--- config.mk ---
export PLATFORM = sky130hd
export DESIGN_NAME = keyed_watchdog
export DESIGN_NICKNAME = d
export VERILOG_FILES = /design/src/rtl/kwd_pkg.sv /design/src/rtl/kwd_ctrl_regs.sv /design/src/rtl/kwd_keyseq.sv /design/src/rtl/kwd_downcnt.sv /design/src/rtl/keyed_watchdog.sv
export SDC_FILE = /design/constraint.sdc
export NUM_CORES = 1
export LEC_CHECK = 0
export ABC_AREA = 1
export BUFFER_PORTS_ARGS = -buffer_cell sky130_fd_sc_hd__buf_2
export CAP_MARGIN = 25
export CORE_UTILIZATION = 43
export CTS_BUF_LIST = sky130_fd_sc_hd__clkbuf_8
export DETAILED_ROUTE_END_ITERATION = 8
export HOLD_SLACK_MARGIN = 0.1
export SLEW_MARGIN = 20
export SYNTH_ARGS = -nofsm -noshare
export SYNTH_HDL_FRONTEND = slang
export SYNTH_SLANG_ARGS = --single-unit
--- constraint.sdc ---
create_clock -name clk -period 2.11 [get_ports clk]
set_input_delay 0.1055 -clock clk [delete_from_list [all_inputs] [get_ports clk]]
set_output_delay 0.1055 -clock clk [all_outputs]
set_load 0.03 [all_outputs]
--- src/rtl/kwd_pkg.sv ---
package kwd_pkg;
  localparam int KEY_W = 16;

  // Register byte offsets
  localparam logic [7:0] OFF_CTRL = 8'h00;
  localparam logic [7:0] OFF_TOV  = 8'h04;
  localparam logic [7:0] OFF_SVC  = 8'h10;
  localparam logic [7:0] OFF_CNT  = 8'h14;

  // Control bit positions
  localparam int CB_EN    = 0;
  localparam int CB_LOCK  = 1;
  localparam int CB_KEYED = 2;

  localparam logic [KEY_W-1:0] SVC_KEY_A = 16'hA602;
  localparam logic [KEY_W-1:0] SVC_KEY_B = 16'hB480;
  localparam logic [KEY_W-1:0] UNL_KEY_A = 16'hC520;
  localparam logic [KEY_W-1:0] UNL_KEY_B = 16'hD928;

  typedef enum logic [1:0] {
    SEQ_IDLE = 2'd0,
    SEQ_SVC  = 2'd1,
    SEQ_UNL  = 2'd2
  } seq_st_e;

  // Next keyed service word: prev*17 + 3, wrapping at the key width
  function automatic logic [KEY_W-1:0] kwd_next_key(input logic [KEY_W-1:0] prev);
    logic [KEY_W-1:0] r;
    r = (prev << 4) + prev + KEY_W'(3);
    return r;
  endfunction
endpackage

--- src/rtl/kwd_ctrl_regs.sv ---
module kwd_ctrl_regs
  import kwd_pkg::*;
#(
  parameter int DATA_W = 32,
  parameter int CNT_W  = 32
) (
  input  logic              clk,
  input  logic              rst_n,
  input  logic              ctrl_we,
  input  logic              tov_we,
  input  logic [DATA_W-1:0] wdata,
  input  logic              unlock_ev,
  output logic              en_q,
  output logic              lock_q,
  output logic              keyed_q,
  output logic [CNT_W-1:0]  tov_q,
  output logic              start_ev
);
  logic ctrl_acc, tov_acc;

  // Writes are accepted only while the soft-lock flag is clear
  assign ctrl_acc = ctrl_we && !lock_q;
  assign tov_acc  = tov_we && !lock_q;
  assign start_ev = ctrl_acc && wdata[CB_EN] && !en_q;

  always_ff @(posedge clk) begin
    if (!rst_n) begin
      en_q    <= 1'b0;
      lock_q  <= 1'b0;
      keyed_q <= 1'b0;
    end else if (ctrl_acc) begin
      en_q    <= wdata[CB_EN];
      lock_q  <= wdata[CB_LOCK];
      keyed_q <= wdata[CB_KEYED];
    end else if (unlock_ev) begin
      lock_q  <= 1'b0;
    end
  end

  always_ff @(posedge clk) begin
    if (!rst_n)       tov_q <= '0;
    else if (tov_acc) tov_q <= wdata[CNT_W-1:0];
  end
endmodule

--- src/rtl/kwd_keyseq.sv ---
module kwd_keyseq
  import kwd_pkg::*;
(
  input  logic             clk,
  input  logic             rst_n,
  input  logic             svc_we,
  input  logic [KEY_W-1:0] word,
  input  logic             keyed,
  output logic             svc_ok,
  output logic             unlock_ev,
  output seq_st_e          st_q
);
  logic [KEY_W-1:0] last_q;
  logic [KEY_W-1:0] exp_key;
  seq_st_e          st_d;

  // Expected service word for the current stage
  always_comb begin
    if (keyed)                exp_key = kwd_next_key(last_q);
    else if (st_q == SEQ_SVC) exp_key = SVC_KEY_B;
    else                      exp_key = SVC_KEY_A;
  end

  assign svc_ok    = svc_we && (st_q == SEQ_SVC) && (word == exp_key);
  assign unlock_ev = svc_we && (st_q == SEQ_UNL) && (word == UNL_KEY_B);

  always_comb begin
    st_d = st_q;
    if (svc_we) begin
      if (st_q == SEQ_IDLE) begin
        if (word == exp_key)        st_d = SEQ_SVC;
        else if (word == UNL_KEY_A) st_d = SEQ_UNL;
        else                        st_d = SEQ_IDLE;
      end else begin
        st_d = SEQ_IDLE;
      end
    end
  end

  always_ff @(posedge clk) begin
    if (!rst_n) begin
      st_q   <= SEQ_IDLE;
      last_q <= '0;
    end else begin
      st_q <= st_d;
      if (svc_we) last_q <= word;
    end
  end
endmodule

--- src/rtl/kwd_downcnt.sv ---
module kwd_downcnt #(
  parameter int CNT_W = 32
) (
  input  logic             clk,
  input  logic             rst_n,
  input  logic             en,
  input  logic             load,
  input  logic [CNT_W-1:0] tov,
  output logic [CNT_W-1:0] cnt_q,
  output logic             wrap_ev,
  output logic             timeout_q
);
  assign wrap_ev = en && !load && (cnt_q == '0);

  always_ff @(posedge clk) begin
    if (!rst_n) begin
      cnt_q     <= '0;
      timeout_q <= 1'b0;
    end else begin
      timeout_q <= wrap_ev;
      if (load || wrap_ev) cnt_q <= tov;
      else if (en)         cnt_q <= cnt_q - CNT_W'(1);
    end
  end
endmodule

--- src/rtl/keyed_watchdog.sv ---
module keyed_watchdog
  import kwd_pkg::*;
#(
  parameter int ADDR_W = 5,
  parameter int DATA_W = 32,
  parameter int CNT_W  = 32
) (
  input  logic              clk,
  input  logic              rst_n,
  input  logic              wr_en,
  input  logic [ADDR_W-1:0] addr,
  input  logic [DATA_W-1:0] wdata,
  output logic [DATA_W-1:0] rdata,
  output logic              timeout_o
);
  logic sel_ctrl, sel_tov, sel_svc, sel_cnt;
  logic en_q, lock_q, keyed_q, start_ev;
  logic svc_ok, unlock_ev, load_ev, wrap_ev;
  logic [CNT_W-1:0] tov_q, cnt_q;
  seq_st_e seq_st;

  assign sel_ctrl = (addr == ADDR_W'(OFF_CTRL));
  assign sel_tov  = (addr == ADDR_W'(OFF_TOV));
  assign sel_svc  = (addr == ADDR_W'(OFF_SVC));
  assign sel_cnt  = (addr == ADDR_W'(OFF_CNT));

  kwd_ctrl_regs #(.DATA_W(DATA_W), .CNT_W(CNT_W)) u_regs (
    .clk(clk), .rst_n(rst_n),
    .ctrl_we(wr_en && sel_ctrl), .tov_we(wr_en && sel_tov),
    .wdata(wdata), .unlock_ev(unlock_ev),
    .en_q(en_q), .lock_q(lock_q), .keyed_q(keyed_q),
    .tov_q(tov_q), .start_ev(start_ev)
  );

  kwd_keyseq u_seq (
    .clk(clk), .rst_n(rst_n),
    .svc_we(wr_en && sel_svc), .word(wdata[KEY_W-1:0]), .keyed(keyed_q),
    .svc_ok(svc_ok), .unlock_ev(unlock_ev), .st_q(seq_st)
  );

  assign load_ev = start_ev || svc_ok;

  kwd_downcnt #(.CNT_W(CNT_W)) u_cnt (
    .clk(clk), .rst_n(rst_n), .en(en_q), .load(load_ev), .tov(tov_q),
    .cnt_q(cnt_q), .wrap_ev(wrap_ev), .timeout_q(timeout_o)
  );

  always_comb begin
    rdata = '0;
    if (sel_ctrl) begin
      rdata[CB_EN]    = en_q;
      rdata[CB_LOCK]  = lock_q;
      rdata[CB_KEYED] = keyed_q;
    end else if (sel_tov) begin
      rdata[CNT_W-1:0] = tov_q;
    end else if (sel_cnt && !en_q) begin
      rdata[CNT_W-1:0] = cnt_q;
    end
  end
endmodule

======== Yosys cells after proc, flatten, opt, wreduce, memory -nomap -nowiden ========
Cells that the tools add are included.
cells by class
  $add $sub $neg .......................... 3
  eq/ne operators ......................... 8
  muxes and demuxes ....................... 13
  reduce and logical (&&, ||, !) cells .... 24
operators with widths
  operator                 count
  $mux W32                 4
  $eq A16 B16 Y1 const B   2
  $logic_not A32 Y1        1
  $sub A32 B1 Y32 const B  1
  $mux W29                 1
  $add A16 B16 Y16         1
  $add A16 B2 Y16 const B  1
  $eq A16 B16 Y1           1
  $mux W16                 1
  $logic_and A1 B1 Y1      14
  $mux W13                 1
  $eq A5 B5 Y1 const B     2
  $mux W2                  3
  $eq A5 B3 Y1 const B     1
  $logic_not A5 Y1         1
  $reduce_bool A2 Y1       2
  $logic_not A1 Y1         3
  $mux W3                  1
  $eq A2 B1 Y1 const B     1
  $eq A2 B2 Y1 const B     1
  $logic_not A2 Y1         1
  $logic_or A1 B1 Y1       2
  $mux W1                  2
storage, ports and cells
  word-level logic and storage cells ...... 56
  flip-flop bits (word level) ............. 86
  output and inout bits ................... 33

======== Longest topological paths before layout ========
Gate-level depths: netlist (run 1).
  depth after elaboration ................. 11
  mapped depth ............................ 21
  gate-level depth less buffers ........... 20

======== By module ========
From an unflattened synthesis (run 1), not the netlist that was laid out.
second synthesis, totals
  cells, all modules ...................... 1117
  area, all modules ....................... 6616.3 um^2
modules (own cells, without submodules)
  module          area each (um^2)  cells an instance  instances
  kwd_downcnt     2582.5            441                1
  kwd_keyseq      1959.4            355                1
  kwd_ctrl_regs   1482.7            193                1
  keyed_watchdog  591.8             128                1

======== Worst setup path before layout (run 1) ========
Ideal clock, no wire load.
  path kind ............................... register to register
  start point ............................. register u_seq.last_q[2]
  end point ............................... register u_cnt.cnt_q[1]
  setup time .............................. 110 ps
  cell stages (with the launch flop) ...... 18
  slack ................................... -232 ps
  buffers on the path ..................... 1
  period minus slack after synthesis ...... 2342 ps
  arrival time ............................ 2232 ps
  cells stage by stage .................... dfxtp_1 > ha_1 > nand2_1 > inv_1 > a21oi_1 > nand3_1 > nand3_1 > nand2_1 > nand2_1 > and3_1 > nand2_1 > nor2_1 > nand3_4 > buf_2 > nand4_1 > nand3_1 > nand2_1 > inv_1
on the way
  word-level cells in the longest chain between the ends .. 11
  elaborated cells on any way between the ends .. 12
  those cells by class .................... add/sub: 2; eq/ne: 1; mux: 2; reduce/logical: 7
ends and longest elaborated chain
  item                                                   line                  RTL
  start, declared                                        kwd_keyseq.sv:13      logic [KEY_W-1:0] last_q;
  start signal, assigned                                 kwd_keyseq.sv:46      if (svc_we) last_q <= word;
  $add A16 B16 Y16 *                                     kwd_pkg.sv:29         r = (prev << 4) + prev + KEY_W'(3);
  $add A16 B2 Y16 *                                      kwd_pkg.sv:29
  $mux W16 *                                             kwd_keyseq.sv:19      if (keyed) exp_key = kwd_next_key(last_q);
  $eq A16 B16 Y1 *                                       kwd_keyseq.sv:24      assign svc_ok = svc_we && (st_q == SEQ_SVC) && (word == exp_key);
  $logic_and A1 B1 Y1 *                                  kwd_keyseq.sv:24
  $logic_or A1 B1 Y1 *                                   keyed_watchdog.sv:41  assign load_ev = start_ev || svc_ok;
  $logic_not A1 Y1                                       kwd_downcnt.sv:13     assign wrap_ev = en && !load && (cnt_q == '0);
  $logic_and A1 B1 Y1 (2 in series)                      kwd_downcnt.sv:13
  $logic_or A1 B1 Y1 *                                   kwd_downcnt.sv:21     if (load || wrap_ev) cnt_q <= tov;
  $mux W32 / $reduce_bool A2 Y1 (equally long branches)  --
  end signal, assigned                                   kwd_downcnt.sv:21
  end signal, assigned                                   kwd_downcnt.sv:22     else if (en) cnt_q <= cnt_q - CNT_W'(1);
  end, declared                                          kwd_downcnt.sv:9      output logic [CNT_W-1:0] cnt_q,
Every way passes the cells marked *; elsewhere a longest branch is shown, timed or not.
A chain may end at the register's enable or synchronous reset.

======== Final worst setup path (run 1) ========
  start point ............................. register u_seq.last_q[7]
  end point ............................... register u_cnt.cnt_q[4]
The elaborated chain is that of the path after synthesis.

==> results of run 1 <==
cells in the final DEF (no fill, tap or decap), types with 8 or more instances in the layout:
| master | netlist | final |
|---|---|---|
| sky130_fd_sc_hd__clkbuf_8 | 0 | 10 |
| sky130_fd_sc_hd__nand2_2 | 4 | 29 |
| sky130_fd_sc_hd__nand3_1 | 82 | 75 |
| sky130_fd_sc_hd__xor2_1 | 13 | 13 |
| sky130_fd_sc_hd__nor2_1 | 106 | 97 |
| sky130_fd_sc_hd__inv_2 | 1 | 8 |
| sky130_fd_sc_hd__nand3_2 | 3 | 10 |
| sky130_fd_sc_hd__nand2_1 | 245 | 214 |
| sky130_fd_sc_hd__ha_4 | 0 | 11 |
| sky130_fd_sc_hd__a21oi_1 | 61 | 59 |
| sky130_fd_sc_hd__dfxtp_1 | 86 | 74 |
| sky130_fd_sc_hd__o21ai_0 | 92 | 92 |
| sky130_fd_sc_hd__dlygate4sd3_1 | 0 | 27 |
| sky130_fd_sc_hd__nand4_1 | 89 | 89 |
| sky130_fd_sc_hd__buf_4 | 0 | 92 |
| sky130_fd_sc_hd__nor3_1 | 12 | 11 |
| sky130_fd_sc_hd__buf_12 | 0 | 8 |
| sky130_fd_sc_hd__buf_2 | 8 | 72 |
| sky130_fd_sc_hd__inv_1 | 142 | 135 |
cell families (layout without fill, tap and decap cells):
family	count (synthesis)	after routing	synth area share, %
xor gates and xnor gates	13	13	1.830
buffers and inverters	196	365	12.41
AOI/OAI and AO/OA	162	162	13.31
DFF	86	86	27.67
adders and majority gates	13	13	2.614
and+or+nand+nor	568	568	42.17
Yosys cell counts (3+ instances only):
cell type	count	area (sq um)
sky130_fd_sc_hd__buf_2	8	40.04
sky130_fd_sc_hd__nand3b_1	6	45.04
sky130_fd_sc_hd__nand3_1	82	410.4
sky130_fd_sc_hd__nor4_1	6	37.54
sky130_fd_sc_hd__o21ai_0	92	460.4
sky130_fd_sc_hd__ha_1	13	162.7
sky130_fd_sc_hd__nand3_2	3	30.03
sky130_fd_sc_hd__inv_1	142	533.0
sky130_fd_sc_hd__nor3_1	12	60.06
sky130_fd_sc_hd__a21oi_1	61	305.3
sky130_fd_sc_hd__nor2_1	106	397.9
sky130_fd_sc_hd__xor2_1	13	113.9
sky130_fd_sc_hd__nand4_1	89	556.8
sky130_fd_sc_hd__and2_1	3	18.77
sky130_fd_sc_hd__dfxtp_1	86	1722
sky130_fd_sc_hd__nor2_4	3	33.78
sky130_fd_sc_hd__nand2_1	245	919.6
sky130_fd_sc_hd__clkbuf_1	38	142.6
sky130_fd_sc_hd__nand2_2	4	25.02
sky130_fd_sc_hd__buf_1	3	11.26
metrics by stage:
step | setup TNS (ps) | hold WS (ps) | setup WS (ps) | power [mW] | std cells
6_report | -15180 | 108.3 | -483.1 | 3.547 | 1387
5_1_grt | -20180 | 131.6 | -628.5 | 3.679 | 1387
4_1_cts | -12580 | 102.1 | -389.0 | 3.559 | 1384
3_5_place_dp | -13460 | 332.4 | -425.3 | 2.149 | 1325
3_3_place_gp | -11640 | 323.9 | -366.7 | 2.149 | 1325
2_1_floorplan | -2171 | 240.4 | -72.76 | 1.949 | 1038
per-layer routing:
| metal | track usage [%] | wire length, um | up-vias |
|---|---|---|---|
| li1 | - | - | 3764 |
| met1 | 44.24 | 10480 | 3415 |
| met2 | 41.92 | 9026 | 227 |
| met3 | 3.625 | 1253 | 25 |
| met4 | 7.012 | 335 | 0 |
| met5 | 0 | 0 | - |
sequential cells by signal (all words and copies together), names as in the netlist:
signal           flops
u_regs.lock_q        1
u_regs.tov_q        32
u_regs.keyed_q       1
u_cnt.timeout_q      1
u_seq.last_q        16
u_seq.st_q           2
u_cnt.cnt_q         32
u_regs.en_q          1
worst paths after layout:
kind,startpoint,cells after the start,end
setup / recovery,u_seq.last_q[7],19,u_cnt.cnt_q[4]
hold / removal,wdata[4],4,u_seq.last_q[4]
setup reg to reg,u_seq.last_q[7],19,u_cnt.cnt_q[4]
hold reg to reg,u_regs.tov_q[29],2,u_regs.tov_q[29]
power groups by stage:
stage	sequential, mW	combinational (mW)	clock (mW)
after global routing	1.66	0.585	1.44
after floorplan	1.69	0.259	0
after global placement	1.69	0.454	0
final	1.65	0.534	1.36
after detailed placement	1.69	0.455	0
after CTS	1.65	0.519	1.39
layout make-up:
cell class,instances,area (sq um)
clock inverters,6,86.33
repair buffers,205,1618
well taps,180,225.2
fillers,1409,5557
clock buffers,10,137.6
flip-flops and latches,86,1749
inverters,144,543.0
multi-input cells,756,4073
timing repair:
item | CTS | global route
endpoints found under the setup margin | 36 | 55
gates resized for setup | 58 | 25
pin swaps | 3 | 21
hold endpoints to repair | 37 | 0
hold buffers | 27 | 0
buffers inserted | 12 | 3
cloned | 4 | 0
worst max-delay path, stage by stage (launching register included):
cell                      delay [ps]
sky130_fd_sc_hd__dfxtp_2         350
sky130_fd_sc_hd__buf_6           130
sky130_fd_sc_hd__ha_4            270
sky130_fd_sc_hd__nand2_4         100
sky130_fd_sc_hd__inv_4            40
sky130_fd_sc_hd__a21oi_2         160
sky130_fd_sc_hd__nand3_1         110
sky130_fd_sc_hd__nand3_1         100
sky130_fd_sc_hd__nand2_1          60
sky130_fd_sc_hd__nand2_2         100
sky130_fd_sc_hd__and3_4          170
sky130_fd_sc_hd__nand2_2          60
sky130_fd_sc_hd__nor2_4          140
sky130_fd_sc_hd__nand3_4         100
sky130_fd_sc_hd__buf_8           160
sky130_fd_sc_hd__buf_16          140
sky130_fd_sc_hd__nand4_1          80
sky130_fd_sc_hd__nand3_1         100
sky130_fd_sc_hd__nand2_1          80
sky130_fd_sc_hd__inv_1            40
==> metrics.log, run 1 <==
[metrics] maximum ir drop on the vdd rail: 435.5 uV
[metrics] type of the worst min-delay path: in -> reg
[metrics] number of nets in the layout: roughly 1,300
[metrics] vias per std cell: between 5 and 6
[metrics] Cells after Synth: 1,038
[metrics] final hold violations: 0
[metrics] number of CTS-inserted buffers: 9
[metrics] transition at the pin with the smallest max-transition slack: around 630 ps
[metrics] Final Cycle Share: 122.9%
[metrics] post-route core utilization: between 60 and 70%
[metrics] die area: 14,950 sq um
[metrics] Residual DRC: 0
[metrics] leakage power: about 4.2 nW
[metrics] warnings from Yosys: 0
[metrics] net count after synthesis: approximately 1,100
[metrics] maximum clock rate: roughly 0.39 GHz
[metrics] nature of the critical path endpoint: register
[metrics] number of levels the H-tree was split into: 3
[metrics] combinational power share: between 10% and 20%
[metrics] switching share of total power: roughly 28%
[metrics] drt first-iter violations: between 700 and 800
[metrics] clock latency reported for the late side of the worst-skew pair: 390 ps
[metrics] commonest register cell after synthesis: sky130_fd_sc_hd__dfxtp_1
[metrics] DPL Wire Length: between 10,000 and 15,000 um
[metrics] switching power: just under 1 mW
[metrics] count of final max-slew check failures: 0
[metrics] power density over the cells: 420.6 nW/um^2
[metrics] clock power share: about two fifths
[metrics] final cell area excluding filler cells: roughly 8400 sq um
[metrics] Final Worst Setup Slack: -483.1 ps
[metrics] EDFF count, synth: 0
[metrics] part of the power in registers: around 47%
[metrics] Pre-antenna DRT Iters: 6
[metrics] clock-pin slew on the worst setup and hold paths: approximately 100 ps
[metrics] GRT Residual Overflow: 0
[metrics] placer congestion estimate: about 0.90
[metrics] count of different cell masters after synthesis: 37
[metrics] Worst EP arrival: about 2900 ps
[metrics] Avg Cell Area, Syn: 5.994 sq um
[metrics] max-slew headroom at the worst pin: approximately three fifths
[metrics] Routed WL: about 21,000 um
[metrics] area growth from synthesis to layout: 35.51%
[metrics] violations in the final reports: setup timing
[metrics] root buffer cell: sky130_fd_sc_hd__clkbuf_8
[metrics] maximum number of pins on one net before global-route repair: between 80 and 90
[metrics] data required time at the worst endpoint: 2410 ps
[metrics] routed length per placed instance: roughly 15 um
[metrics] buffers from clock root to sink, at most: 2
[metrics] post-route clock skew: ~12 ps
[metrics] Worst Setup Start Kind: register
[metrics] vertical die dimension: roughly 120 um
[metrics] Max Cap Violations: 0
[metrics] dpl cell area: about 7400 sq um
[metrics] result of the run: complete, but fails checks
[metrics] remaining antenna violation count after routing: 0
[metrics] Initial Utilization: 44.48%
[metrics] count of standard-cell rows: 43
[metrics] peak fanout along the critical path: 8
[metrics] area of the placeable core: between 10,000 and 15,000 sq um
[metrics] vias after detailed routing: 7,431
[metrics] cell area after synthesis: 6222 sq um
[metrics] Final setup violation count: 35
[metrics] setup slack, reg-to-reg: -480 ps
[metrics] sequential cell area fraction in the yosys report: roughly 28%
[metrics] I/O pin count: 73
[metrics] Num Clock Sinks: 86
[metrics] clock period minus final worst setup slack: around 2600 ps
[metrics] clock tree from TritonCTS: done
[metrics] number of synthesized register bits: 86
[metrics] vias in the first global route: 6,512
[metrics] number of antenna violations at the first check in global routing: 0
[metrics] internal portion of total power: about 2.6 mW
[metrics] FFs w/ async S/R, synth: 0%
[metrics] kind of critical path: reg -> reg
[metrics] GRT Util Overall: a little under 30%
[metrics] total of buffers placed on input and output ports: 72
[metrics] number of diodes added for antenna fixing: 0
[metrics] Die Width: about 120 um
[metrics] setup repair after global routing missed its margin: true
[metrics] wire length of the first global-routing pass: around 34,000 um
[metrics] share of layout cells above drive strength 1: 24.36%
No activity file was read; power rests on OpenSTA's default activity.
==> inputs of run 2 (changes only) <==
==> constraint.sdc (replaced) <==
create_clock -name clk -period 2.9 [get_ports clk]
set_input_delay 0.145 -clock clk [delete_from_list [all_inputs] [get_ports clk]]
set_output_delay 0.145 -clock clk [all_outputs]
set_load 0.03 [all_outputs]
==> run 2 against run 1 <==
- the run now ends clean
- clock power is 28% lower
- wire length decreased by 5.5%
- register-to-register slack gained 750 ps
- cell count decreased by 6.3%
- utilization is 8.2 points lower
- worst setup slack better by 750 ps
- global-route usage is 1.2 points lower
- via count down 6.0%
- critical path type unchanged
- critical endpoint is now u_cnt.cnt_q[19]
==> metrics.log, run 2 (synthesis results as in run 1) <==
[metrics] count of final max-slew check failures: 0 (unchanged)
[metrics] I/O pin count: 73 (unchanged)
[metrics] switching share of total power: 27.57% (-0.084 points)
[metrics] number of nets in the layout: 1,167 (-7.0%)
[metrics] grt met2 use: 42.35% (+0.42 points)
[metrics] clock period minus final worst setup slack: 2631 ps (+38.10 ps)
[metrics] internal portion of total power: 1.816 mW (-29%)
[metrics] area growth from synthesis to layout: 17.01%
[metrics] final hold violations: 0 (unchanged)
[metrics] vertical die dimension: 122.3 um (unchanged)
[metrics] most frequent cells in the layout: sky130_fd_sc_hd__nand2_1 (245), sky130_fd_sc_hd__inv_1 (142), sky130_fd_sc_hd__nor2_1 (103), sky130_fd_sc_hd__o21ai_0 (92), sky130_fd_sc_hd__nand4_1 (89)
[metrics] wire length of the first global-routing pass: 32,340 um (-3.9%)
[metrics] area of the placeable core: 13,990 sq um (unchanged)
[metrics] Pre-antenna DRT Iters: 5 (-1)
[metrics] total of buffers placed on input and output ports: 72 (unchanged)
[metrics] Residual DRC: 0 (unchanged)
[metrics] GRT Util Overall: 27.57% (-1.2 points)
[metrics] Final setup violation count: 0 (-100%)
[metrics] buffers from clock root to sink, at most: 2 (unchanged)
[metrics] maximum number of pins on one net before global-route repair: 61 (-27%)
[metrics] drt first-iter violations: 574 (-18%)
[metrics] count of standard-cell rows: 43 (unchanged)
[metrics] post-placement setup slack: 131.0 ps (+556.3 ps)
[metrics] vias after detailed routing: 6,986 (-6.0%)
[metrics] part of the power in registers: 48.2% (+1.6 points)
[metrics] clock latency reported for the late side of the worst-skew pair: 380 ps (about the same)
[metrics] number of placed cells counting well taps: 1,258 (-5.1%)
[metrics] Max Cap Violations: 0 (unchanged)
[metrics] peak fanout along the critical path: 31 (+23)
[metrics] clock power share: 39.3% (+1.0 points)
[metrics] setup repair after global routing missed its margin: false
[metrics] post-route clock skew: 11.53 ps (-0.8898 ps)
[metrics] nature of the critical path endpoint: register
[metrics] maximum ir drop on the vdd rail: 260.2 uV (-40%)
[metrics] fill cell count: 1,499 (+6.4%)
[metrics] data required time at the worst endpoint: 3180 ps (+770 ps)
[metrics] Die Width: 122.3 um (unchanged)
[metrics] met3 Track Usage GR: 4.229% (+0.60 points)
[metrics] number of diodes added for antenna fixing: 0 (unchanged)
[metrics] clock-pin slew on the worst setup and hold paths: 100 ps (about the same)
[metrics] remaining antenna violation count after routing: 0 (unchanged)
[metrics] clock tree from TritonCTS: done
[metrics] die area: 14,950 sq um (unchanged)
[metrics] routed length per placed instance: 15.35 um (+0.94%)
[metrics] largest registers ranked by flip-flop count: u_cnt.cnt_q: 32 flops, u_regs.tov_q: 32 flops, u_seq.last_q: 16 flops
[metrics] vias per std cell: 5.378 (+0.38%)
[metrics] number of CTS-inserted buffers: 9 (unchanged)
[metrics] max-slew headroom at the worst pin: 53.77% (-4.5 points)
[metrics] power density over the cells: 344.4 nW/um^2 (-18%)
[metrics] Routed WL: 19,950 um (-5.5%)
[metrics] switching power: 0.6911 mW (-30%)
[metrics] combinational power share: 12.5% (-2.6 points)
[metrics] leakage power: 3.645 nW (-13%)
[metrics] placer congestion estimate: 0.9494 (+5.1%)
[metrics] number of antenna violations at the first check in global routing: 0 (unchanged)
[metrics] Worst Setup Start Kind: register
[metrics] share of layout cells above drive strength 1: 12.24% (-12 points)
[metrics] Fin Setup TNS: 0 ps (+15,180 ps)
[metrics] maximum clock rate: 0.3801 GHz (-1.4%)
[metrics] number of levels the H-tree was split into: 3 (unchanged)
[metrics] Num Clock Sinks: 86 (unchanged)
[metrics] Final Cycle Share: 90.73% (-32 points)
[metrics] Worst EP arrival: 2910 ps (+20 ps)
[metrics] Initial Utilization: 44.48% (unchanged)
[metrics] vias in the first global route: 6,287 (-3.5%)
[metrics] result of the run: finished clean
[metrics] Most Used Layer, Global Route: met2
[metrics] Non-Filler Instances: 1,299 (-6.3%)
[metrics] Final Worst Setup Slack: 268.8 ps (+751.9 ps)
[metrics] root buffer cell: sky130_fd_sc_hd__clkbuf_8
[metrics] transition at the pin with the smallest max-transition slack: 691.4 ps (+65.20 ps)
[metrics] GRT Residual Overflow: 0 (unchanged)
[metrics] leading cell type in the layout, fill and taps excluded: sky130_fd_sc_hd__nand2_1
[metrics] met1 capacity usage during global routing: 39.92% (-4.3 points)
[metrics] kind of critical path: reg -> reg
[metrics] type of the worst min-delay path: in -> reg
[metrics] DPL Wire Length: 14,280 um (-0.55%)
run 2: metal layers:
| metal | share of wire (%) | routed length (um) |
|---|---|---|
| met5 | 0 | 0 |
| met4 | 1.2 | 233 |
| met3 | 5.9 | 1168 |
| met2 | 43 | 8596 |
| met1 | 50 | 9946 |
run 2: cell type report:
type / instances / area [sq um] / area share, %
clock buffers: 10 / 137.6 / 1.890
clock inverters: 6 / 85.08 / 1.169
inverters: 144 / 540.5 / 7.424
multi-input cells: 756 / 3759 / 51.62
flip-flops and latches: 86 / 1727 / 23.72
well taps: 180 / 225.2 / 3.093
repair buffers: 117 / 807.0 / 11.08
run 2: power groups by stage:
| stage | Combinational (mW) | Sequential (mW) | Clock, mW |
|---|---|---|---|
| finish | 0.312 | 1.21 | 0.986 |
| global route | 0.348 | 1.21 | 1.05 |
| CTS | 0.308 | 1.21 | 1.01 |
| detailed placement | 0.281 | 1.24 | 0 |
| global placement | 0.281 | 1.24 | 0 |
| floorplan | 0.185 | 1.23 | 0 |
run 2: final timing paths:
check,to,slack (ps),startpoint,depth (start not counted)
hold reg to reg,u_seq.st_q[1],530,u_seq.st_q[1],2
setup / recovery,u_cnt.cnt_q[19],270,u_seq.last_q[3],17
setup reg to reg,u_cnt.cnt_q[19],270,u_seq.last_q[3],17
hold / removal,u_regs.tov_q[11],120,wdata[11],3
run 2: stage by stage:
stage | power [mW] | hold slack, ps | util, % | instance area (sq um)
after global placement | 1.516 | 367.8 | 48.32 | 6759
after global routing | 2.605 | 121.5 | 52.05 | 7281
after CTS | 2.521 | 103.1 | 51.63 | 7222
final | 2.507 | 124.2 | 52.05 | 7281
after detailed placement | 1.517 | 372.8 | 48.32 | 6759
after floorplan | 1.415 | 279.9 | - | 6222
run 2: repair_timing:
item                       in CTS  in global routing
setup endpoints to repair       0                 32
buffers inserted                0                  1
hold endpoints to repair       31                  0
hold buffers                   24                  0
resized for setup               0                 12
run 2: worst max-delay path: stages, from the launching register on:
cell and delay, ps:
sky130_fd_sc_hd__dfxtp_1 350, sky130_fd_sc_hd__ha_1 360, sky130_fd_sc_hd__nand2_1 100, sky130_fd_sc_hd__inv_1 70
sky130_fd_sc_hd__a21oi_1 190, sky130_fd_sc_hd__nand3_1 120, sky130_fd_sc_hd__nand3_1 100, sky130_fd_sc_hd__nand2_1 50
sky130_fd_sc_hd__nand2_1 110, sky130_fd_sc_hd__and3_1 160, sky130_fd_sc_hd__nand2_1 60, sky130_fd_sc_hd__nor2_2 190
sky130_fd_sc_hd__nand3_4 120, sky130_fd_sc_hd__buf_8 210, sky130_fd_sc_hd__nand4_1 110, sky130_fd_sc_hd__nand3_1 80
sky130_fd_sc_hd__nand2_1 60, sky130_fd_sc_hd__inv_1 40
==> inputs of run 3 (changes only) <==
--- a/config.mk
+++ b/config.mk
@@ -5,9 +5,9 @@
 export SDC_FILE = /design/constraint.sdc
 export NUM_CORES = 1
 export LEC_CHECK = 0
-export ABC_AREA = 1
 export BUFFER_PORTS_ARGS = -buffer_cell sky130_fd_sc_hd__buf_2
 export CAP_MARGIN = 25
+export CORE_ASPECT_RATIO = 0.7
 export CORE_UTILIZATION = 43
 export CTS_BUF_LIST = sky130_fd_sc_hd__clkbuf_8
 export DETAILED_ROUTE_END_ITERATION = 8
==> run 3 against run 2 <==
- the flow now finishes with violations (setup timing)
- power shrank 9.2%
- largest cell class unchanged
- design area is 4.5% higher
- clock power decreased by 17%
- critical path depth is 6 lower
- die area fell by 7.8%
- sequential cell count stayed put
- area after synthesis fell by 7.9%
- critical endpoint is now u_cnt.timeout_q
==> metrics.log, run 3 <==
[metrics] fill cell count: 1,174 (-22%)
[metrics] warnings from Yosys: 0 (unchanged)
[metrics] Worst Setup Start Kind: register
[metrics] count of final max-slew check failures: 0 (unchanged)
[metrics] worst hold path startpoint: wdata[7]
[metrics] share of layout cells above drive strength 1: 27.80% (+16 points)
[metrics] Die Width: 140.0 um (+14%)
[metrics] type of the worst min-delay path: in -> reg
[metrics] commonest cells in the synthesized netlist: sky130_fd_sc_hd__nand2_1 (198), sky130_fd_sc_hd__dfxtp_1 (86), sky130_fd_sc_hd__a21boi_0 (52)
[metrics] leading cell type in the layout, fill and taps excluded: sky130_fd_sc_hd__nand2_1
[metrics] vias per std cell: 5.586 (+3.9%)
[metrics] number of synthesized register bits: 86 (unchanged)
[metrics] count of standard-cell rows: 34 (-21%)
[metrics] number of antenna violations at the first check in global routing: 1 (+1)
[metrics] power density over the cells: 299.3 nW/um^2 (-13%)
[metrics] clock period minus final worst setup slack: 3272 ps (+640.6 ps)
[metrics] result of the run: complete, but fails checks
[metrics] maximum number of pins on one net before global-route repair: 65 (+6.6%)
[metrics] number of CTS-inserted buffers: 9 (unchanged)
[metrics] dpl cell area: 6938 sq um (+2.6%)
[metrics] Routed WL: 18,400 um (-7.8%)
[metrics] count of different cell masters after synthesis: 68 (+84%)
[metrics] leakage power: 3.332 nW (-8.6%)
[metrics] Worst EP arrival: 3530 ps (+620 ps)
[metrics] routed length per placed instance: 17.26 um (+12%)
[metrics] data required time at the worst endpoint: 3160 ps (-20 ps)
[metrics] final hold violations: 0 (unchanged)
[metrics] simple-gate share of the synthesized area: 29.51% (-13 points)
[metrics] remaining antenna violation count after routing: 0 (unchanged)
[metrics] maximum clock rate: 0.3056 GHz (-20%)
[metrics] Synth area leaders: sky130_fd_sc_hd__dfxtp_1 (30%), sky130_fd_sc_hd__nand2_1 (13%), sky130_fd_sc_hd__a21boi_0 (6.8%)
[metrics] Initial Utilization: 45.03% (+0.55 points)
[metrics] I/O pin count: 73 (unchanged)
[metrics] launch point of the critical path: u_seq.last_q[5]
[metrics] Compound-Gate Fraction of Synth Area: 20.10% (+6.8 points)
[metrics] DPL Wire Length: 13,270 um (-7.1%)
[metrics] commonest register cell after synthesis: sky130_fd_sc_hd__dfxtp_1
[metrics] root buffer cell: sky130_fd_sc_hd__clkbuf_8
[metrics] die area: 13,790 sq um (-7.8%)
[metrics] top-count cell post-synth: sky130_fd_sc_hd__nand2_1
[metrics] cell count of the worst reg-to-reg path: 11 (-6)
[metrics] peak fanout along the critical path: 4 (-87%)
[metrics] buffers from clock root to sink, at most: 2 (unchanged)
[metrics] share of cell area taken by muxes after synthesis: 6.728% (+6.7 points)
[metrics] clock tree from TritonCTS: done
[metrics] Hold Path Depth: 3 (unchanged)
[metrics] Final Worst Setup Slack: -371.8 ps (-640.6 ps)
[metrics] Num Clock Sinks: 86 (unchanged)
[metrics] area growth from synthesis to layout: 32.85%
[metrics] beginning of the worst register-to-register path: u_seq.last_q[5]
[metrics] net count after synthesis: 786 (-28%)
[metrics] Final setup violation count: 35 (+35)
[metrics] max-slew headroom at the worst pin: 59.02% (+5.2 points)
[metrics] Final Cycle Share: 112.8% (+22 points)
[metrics] vertical die dimension: 98.57 um (-19%)
[metrics] sequential cell area fraction in the yosys report: 30.06% (+2.4 points)
[metrics] EDFF count, synth: 0 (unchanged)
[metrics] violations in the final reports: setup timing
[metrics] post-synthesis share of cell area spent on full adders, half adders and majority gates: 2.840% (+0.23 points)
[metrics] clock latency reported for the late side of the worst-skew pair: 370 ps (about the same)
[metrics] final cell area excluding filler cells: 7610 sq um (+4.5%)
[metrics] number of nets in the layout: 951 (-19%)
[metrics] Max Cap Violations: 0 (unchanged)
[metrics] clock-pin slew on the worst setup and hold paths: 100 ps (about the same)
[metrics] transition at the pin with the smallest max-transition slack: 614.7 ps (-76.64 ps)
[metrics] main combinational cell family by area after synthesis: simple AND/OR/NAND/NOR gates
[metrics] Fin Setup TNS: -8485 ps (-8485 ps)
[metrics] post-route core utilization: 59.83% (+7.8 points)
[metrics] GRT Util Overall: 26.68% (-0.89 points)
[metrics] maximum ir drop on the vdd rail: 175.0 uV (-33%)
[metrics] largest registers ranked by flip-flop count: u_cnt.cnt_q: 32 flops, u_regs.tov_q: 32 flops, u_seq.last_q: 16 flops
[metrics] cell area after synthesis: 5728 sq um (-7.9%)
[metrics] delay of the slowest critical-path stage: 490 ps (+130 ps)
[metrics] kind of critical path: reg -> reg
[metrics] placer congestion estimate: 0.9970 (+5.0%)
[metrics] number of levels the H-tree was split into: 3 (unchanged)
[metrics] total of buffers placed on input and output ports: 72 (unchanged)
[metrics] drt first-iter violations: 367 (-36%)
[metrics] setup repair after global routing missed its margin: true
[metrics] FFs w/ async S/R, synth: 0% (unchanged)
[metrics] post-synthesis xor/xnor area fraction: 7.208% (+5.4 points)
[metrics] area share of the largest cell type after synthesis: 30.06% (+2.4 points)
[metrics] cell at the slowest stage of the critical path: sky130_fd_sc_hd__or4b_1
[metrics] vias in the first global route: 5,676 (-9.7%)
[metrics] nature of the critical path endpoint: register
[metrics] Pre-antenna DRT Iters: 5 (unchanged)
[metrics] top cell type by total area after synthesis: sky130_fd_sc_hd__dfxtp_1
[metrics] Cells after Synth: 733 (-29%)
[metrics] post-route clock skew: 15.66 ps (+4.132 ps)
[metrics] most frequent cells in the layout: sky130_fd_sc_hd__nand2_1 (196), sky130_fd_sc_hd__buf_4 (89), sky130_fd_sc_hd__dfxtp_1 (77), sky130_fd_sc_hd__buf_2 (71), sky130_fd_sc_hd__a21boi_0 (51)
[metrics] area of the placeable core: 12,720 sq um (-9.1%)
[metrics] wire length of the first global-routing pass: 29,030 um (-10%)
[metrics] Avg Cell Area, Syn: 7.814 sq um (+30%)
[metrics] Residual DRC: 0 (unchanged)
[metrics] cell breakdown of the critical path: buf_6 -> ha_4 -> nor2_2 -> a2111oi_4 -> o21bai_1 -> a32o_2 -> xor2_2 -> mux2_4 -> or4_1 -> or4b_1 -> and4_1
[metrics] vias after detailed routing: 5,955 (-15%)
[metrics] GRT Residual Overflow: 0 (unchanged)
==> run 3: per-stage QoR <==
step / instances / hold WS (ps) / total power, mW / setup WS [ps]
4_1_cts: 1061 / 100.8 / 2.295 / -322.9
2_1_floorplan: 733 / 278.9 / 1.335 / -243.7
5_1_grt: 1066 / 124.5 / 2.375 / -445.0
6_report: 1066 / 118.4 / 2.278 / -371.8
3_5_place_dp: 1020 / 404.4 / 1.448 / -404.1
3_3_place_gp: 1020 / 395.8 / 1.444 / -366.9
==> run 3: worst paths after layout <==
path	to	slack, ps
worst min-delay path	u_seq.last_q[7]	120
worst min register to register	u_cnt.cnt_q[3]	480
worst max-delay path	u_cnt.timeout_q	-370
worst max register to register	u_cnt.timeout_q	-370
==> run 3: repair_timing <==
action / in CTS / in global routing
resized for setup: 29 / 15
buffers inserted: 1 / 3
setup endpoints to repair: 35 / 35
hold endpoints to repair: 28 / 0
hold buffers: 24 / 0
cloned: 0 / 1
pin swaps: 12 / 16
==> run 3: report_power, final <==
| part | leakage (nW) | internal [mW] | switching [mW] |
|---|---|---|---|
| registers | 0.699 | 1.19 | 0.00929 |
| logic | 2.54 | 0.122 | 0.140 |
| clock network | 0.0960 | 0.323 | 0.497 |
==> run 3: logic make-up (layout without fill, tap and decap cells) <==
| logic type | Yosys count | after routing |
|---|---|---|
| buffers and inverters | 50 | 220 |
| AOI/OAI and AO/OA | 147 | 147 |
| adders and majority gates | 13 | 13 |
| and+or+nand+nor | 354 | 354 |
| xor gates and xnor gates | 45 | 45 |
| DFF | 86 | 86 |
| muxes | 38 | 38 |
| other | 0 | 1 |
==> run 3: final cells by class <==
| class | instances | area (sq um) | area share [%] |
|---|---|---|---|
| repair buffers | 194 | 1408 | 18.50 |
| inverters | 10 | 37.54 | 0.4933 |
| clock inverters | 7 | 56.30 | 0.7399 |
| flip-flops and latches | 86 | 1743 | 22.90 |
| multi-input cells | 597 | 4036 | 53.04 |
| clock buffers | 9 | 123.9 | 1.628 |
| well taps | 162 | 202.7 | 2.664 |
| diodes | 1 | 2.502 | 0.03288 |
==> run 3: per-layer routing <==
layer	up-vias	wire, um	track usage, %
li1	2919	-	-
met3	31	1219	5.442
met2	199	7633	40.04
met5	-	0	0
met4	0	227	7.185
met1	2806	9315	38.60
==> run 3: worst max-delay path, delay by kind of cell, from the launching register on <==
family                   cells  cell delay, ps
AND/OR/NAND/NOR              4            1100
AO/OA/AOI/OAI                3             830
flip-flops                   1             370
multiplexers                 1             310
adder cells (fa/ha/maj)      1             290
XOR/XNOR                     1             150
buffers and inverters        1             120
